===== config.mk =====
export PLATFORM = sky130hd
export DESIGN_NAME = osd_row_seq
export DESIGN_NICKNAME = d
export VERILOG_FILES = /design/src/rtl/osd_row_seq.sv
export SDC_FILE = /design/constraint.sdc
export NUM_CORES = 1
export LEC_CHECK = 0
export BUFFER_PORTS_ARGS = -buffer_cell sky130_fd_sc_hd__buf_4
export CAP_MARGIN = 20
export CORE_ASPECT_RATIO = 0.75
export CORE_UTILIZATION = 47
export DETAILED_ROUTE_END_ITERATION = 8
export HOLD_SLACK_MARGIN = 0.15
export PLACE_DENSITY_LB_ADDON = 0.08
export SYNTH_ARGS = -nofsm -noshare
export SYNTH_HDL_FRONTEND = slang
export SYNTH_SLANG_ARGS = --single-unit

===== constraint.sdc =====
create_clock -name clk -period 1.9 [get_ports clk]
set_input_delay 0.095 -clock clk [delete_from_list [all_inputs] [get_ports clk]]
set_output_delay 0.095 -clock clk [all_outputs]
set_load 0.05 [all_outputs]

===== src/rtl/osd_row_seq.sv =====
module osd_row_seq #(
  parameter int ADDR_W    = 12,
  parameter int LINE_W    = 10,
  parameter int ROW_BYTES = 64
) (
  input  logic              clk,
  input  logic              rst_n,
  input  logic              ctl_we,
  input  logic [7:0]        ctl_wdata,
  output logic [7:0]        ctl_rdata,
  input  logic [ADDR_W-1:0] first_addr,
  input  logic [LINE_W-1:0] event_line,
  input  logic              hsync,
  input  logic              vsync,
  input  logic              bg_active,
  output logic [ADDR_W-1:0] buf_addr,
  output logic              border_sel,
  output logic              tslu,
  output logic              pix_ce,
  output logic              irq,
  output logic [LINE_W-1:0] scan_line,
  output logic              field_odd
);
  localparam logic [ADDR_W-1:0] STEP = ADDR_W'(ROW_BYTES);

  logic [6:0] ctl_q;
  logic       used_q, dbl_ph, pix_tgl;

  wire full_now  = ctl_q[0] & ctl_q[1];
  wire full_next = ctl_wdata[0] & ctl_wdata[1];
  wire enter     = ctl_we & full_next & ~full_now;
  wire xfer_en   = ctl_q[2];
  wire dbl       = ctl_q[3];
  wire nonint    = ctl_q[4];
  wire line_step = hsync & ~vsync & (~dbl | dbl_ph);
  wire match     = line_step & (scan_line == event_line);

  assign ctl_rdata  = {1'b0, ctl_q};
  assign border_sel = ~full_now | used_q;
  assign tslu       = ctl_q[5] & bg_active;
  assign pix_ce     = ctl_q[6] | pix_tgl;

  always_ff @(posedge clk) begin
    if (!rst_n) begin
      ctl_q     <= '0;
      buf_addr  <= '0;
      used_q    <= 1'b0;
      irq       <= 1'b0;
      scan_line <= '0;
      field_odd <= 1'b0;
      dbl_ph    <= 1'b0;
      pix_tgl   <= 1'b0;
    end else begin
      pix_tgl <= ~pix_tgl;
      irq     <= match;
      if (ctl_we) ctl_q <= ctl_wdata[6:0];

      if (vsync) begin
        dbl_ph    <= 1'b0;
        field_odd <= nonint ? 1'b0 : ~field_odd;
        if (nonint || field_odd) scan_line <= '0;
      end else if (hsync) begin
        if (dbl) dbl_ph <= ~dbl_ph;
        if (line_step) scan_line <= scan_line + 1'b1;
      end

      if (enter) begin
        buf_addr <= first_addr;
        used_q   <= 1'b0;
      end else if (match && full_now) begin
        if (xfer_en) begin
          buf_addr <= buf_addr + STEP;
          used_q   <= 1'b0;
        end else begin
          used_q <= 1'b1;
        end
      end
    end
  end
endmodule


==> results.cfg <==
[setup_path]
crit_fanout = 6
worstReg2RegEnd = buf_addr[8]
slowest_delay_ns = 0.44
crit_end = buf_addr[8]
reg2reg_slack_ns = 0.12
r2r_start = scan_line[0]
crit_chain = xnor2_1 > nand3_1 > nor4_4 > buf_4 > nand2_1 > xor2_1 > a21oi_1
cp_data_arrival_time_ns = 1.99
critPathCaptureType = register
worstPathRequired_ns = 2.11
slowest_stage = dfxtp_1
crit_cells = 7
path_buf_inv = 1
crit_family = simple AND/OR/NAND/NOR gates
path_class = register to register
crit_path_start = scan_line[0]
start_kind = register
rr_worst_depth = 7

[power_and_ir_drop]
clockPowerShare_pct = 31.7
p_sw_share_pct = 27.3
leakage_nw = 1.12
switchingPower_mw = 0.440
comb_power_share_pct = 21.1
p_per_area_nw_per_um2 = 655
power_frac_seq_pct = 47.2
finalPower_mw = 1.61
worst_ir_drop_vdd_mv = 0.516
p_int_mw = 1.17

[sta]
hold_viol = 0
finalCritPeriodShare_pct = 93.8
skew_ns = 0.00531
final-setup-viol-count = 0
clock.fmax_mhz = 561
rsz0062_at_grt = false
layout_min_cycle_time_ns = 1.78
hold_ws_ns = 0.158
slew_viol_final = 0
fin_setup_tns_ns = 0

[drt]
wl_microns = 3910
wire_per_inst_microns = 13.1
vias_per_cell = 4.92
dr_total_vias = 1471
drc = 0
drtAntennaViolNets = 0
dr.pass1.iters = 4
initialDrtViolationCount = 37

[cells_and_area]
layout.area.seq_sq_um = 691
final_area_sq_um = 2460
area_growth_pct = 51.5
diodes = 0
instances_no_fill = 299
multi_input_area_sq_um = 913
layout.nets = 298
fillers = 252
drive_above_1_share_pct = 37.1

[logic_synthesis]
synthArstFlopShare_pct = 0
ys_types = 32
synthFlopType = dfxtp_1
ys.warnings.count = 0
yosysSeqAreaShare_pct = 41.8
syn_avg_cell_area_sq_um = 9.68
synth_edf_count = 0
netlist_instances = 168
ys_ff_latch = 34
syn-num-nets = 206
syn-cell-area_sq_um = 1630

[clock_network]
clk_pin_slew_worst_paths_ns = 0.07
clkLatencyLatePin_ns = 0.27
cts_tree = yes
h-tree-depth = 2
cts_buffer_depth = 2
cts.sinks = 34
cts_root_buffer = clkbuf_8
cts_made_buffers = 5

[hold_path]
hp-class = primary input to register

[placement]
place.detailed.hpwl_microns = 2680
finalWeightedCongestion = 0.774
portBuffers = 68
place_area_sq_um = 2170
dpl.cell_count = 272

[die]
die_y_microns = 52.9
design.die.area_sq_um = 3700
ios = 71
fp.dieW_microns = 69.9
initial_core_util_pct = 49.5
num_rows = 18
core-area_sq_um = 3290

[global_routing]
first_global_vias = 1339
grt_usage_pct = 21.7
grt_overflow = 0
grt_pass1_wl_microns = 6130
antenna_found_initial = 0
grt_max_degree = 27

[run_status]
status = finished clean

[job]
drv_cap = 0
[through the flow]
step / utilization [%] / setup WS [ns]
after floorplan: - / 0.0288
after global placement: 66.1 / 0.152
after detailed placement: 66.1 / 0.0865
after CTS: 74.4 / 0.0739
after global routing: 74.9 / 0.00661
final: 74.9 / 0.119
[how the worst min path moves through the flow]
stage                from      to  slack, ns  cells past startpoint
finish              rst_n  used_q       0.16                      3
CTS                 rst_n  used_q       0.15                      3
floorplan           vsync  dbl_ph       0.17                      1
global route        rst_n  used_q       0.18                      3
global placement    vsync  dbl_ph       0.30                      2
detailed placement  vsync  dbl_ph       0.31                      2
[cells in the mapped netlist, types with 2 or more instances]
| cell type | number | area [sq um] |
|---|---|---|
| and3_1 | 3 | 18.8 |
| and2_1 | 3 | 18.8 |
| ha_1 | 2 | 25.0 |
| nand4_1 | 5 | 31.3 |
| mux2i_1 | 16 | 160 |
| nand3_1 | 5 | 25.0 |
| buf_2 | 2 | 10.0 |
| nor2_1 | 9 | 33.8 |
| o21ai_0 | 10 | 50.1 |
| or3_1 | 4 | 25.0 |
| xnor2_1 | 10 | 87.6 |
| dfxtp_1 | 34 | 681 |
| xnor2_2 | 4 | 65.1 |
| a21oi_1 | 9 | 45.0 |
| nor2b_1 | 18 | 113 |
| nand2_1 | 11 | 41.3 |
| or2_2 | 2 | 12.5 |
| xor2_1 | 7 | 61.3 |
[sequential cells by signal, indices dropped and copies added (netlist names)]
signal,cells
dbl_ph,1
irq,1
pix_tgl,1
used_q,1
buf_addr,12
field_odd,1
ctl_q,7
scan_line,10
[per-layer routing]
layer / GRT usage, % / routed length (microns)
met5: 0 / 0
met4: 8.00 / 25
met3: 5.52 / 207
met2: 39.1 / 2000
met1: 25.3 / 1680
[timing repair]
item	in CTS	in global routing
hold buffers	19	0
setup endpoints to repair	0	2
setup buffers	0	2
resized for setup	0	1
hold endpoints to repair	20	0
[area by class of cell]
cell class                      count  area share (%)
Clock buffer                        6            3.35
Inverter                            1           0.152
Sequential cell                    34            28.0
Multi-Input combinational cell    128            37.1
Tap cell                           40            2.03
Timing Repair Buffer               90            29.4
[power groups by stage]
| stage | combinational (mW) | clock [mW] | sequential [mW] |
|---|---|---|---|
| final | 0.341 | 0.511 | 0.762 |
| after global routing | 0.363 | 0.559 | 0.765 |
| after CTS | 0.341 | 0.523 | 0.761 |
| after detailed placement | 0.308 | 0 | 0.776 |
| after global placement | 0.302 | 0 | 0.775 |
| after floorplan | 0.113 | 0 | 0.855 |
[kinds of logic after synthesis]
group	count (synthesis)	synth area share [%]
adder cells (fa/ha/maj)	2	1.54
AO/OA/AOI/OAI	21	7.08
XOR/XNOR	21	13.2
multiplexers	16	9.85
flip-flops	34	41.8
buffers and inverters	6	2.23
other	1	0.231
AND/OR/NAND/NOR	67	24.1
[cell usage in the layout (no fill, tap or decap), types with 2 or more instances in the layout]
cell | synthesis | final
buf_4 | 1 | 71
dfxtp_1 | 34 | 26
dlygate4sd3_1 | 0 | 19
nor2b_1 | 18 | 18
mux2i_1 | 16 | 16
nand2_1 | 11 | 11
xnor2_1 | 10 | 10
o21ai_0 | 10 | 10
a21oi_1 | 9 | 9
nor2_1 | 9 | 9
dfxtp_2 | 0 | 8
xor2_1 | 7 | 7
clkbuf_8 | 0 | 6
nand4_1 | 5 | 5
nand3_1 | 5 | 5
xnor2_2 | 4 | 4
or3_1 | 4 | 4
and2_1 | 3 | 3
and3_1 | 3 | 3
or2_2 | 2 | 2
ha_1 | 2 | 2
[worst min-delay path, cell delays in order]
cell     delay (ns)
buf_4          0.19
nand2_1        0.07
a21oi_1        0.03
(Power assumes the default switching activity.)
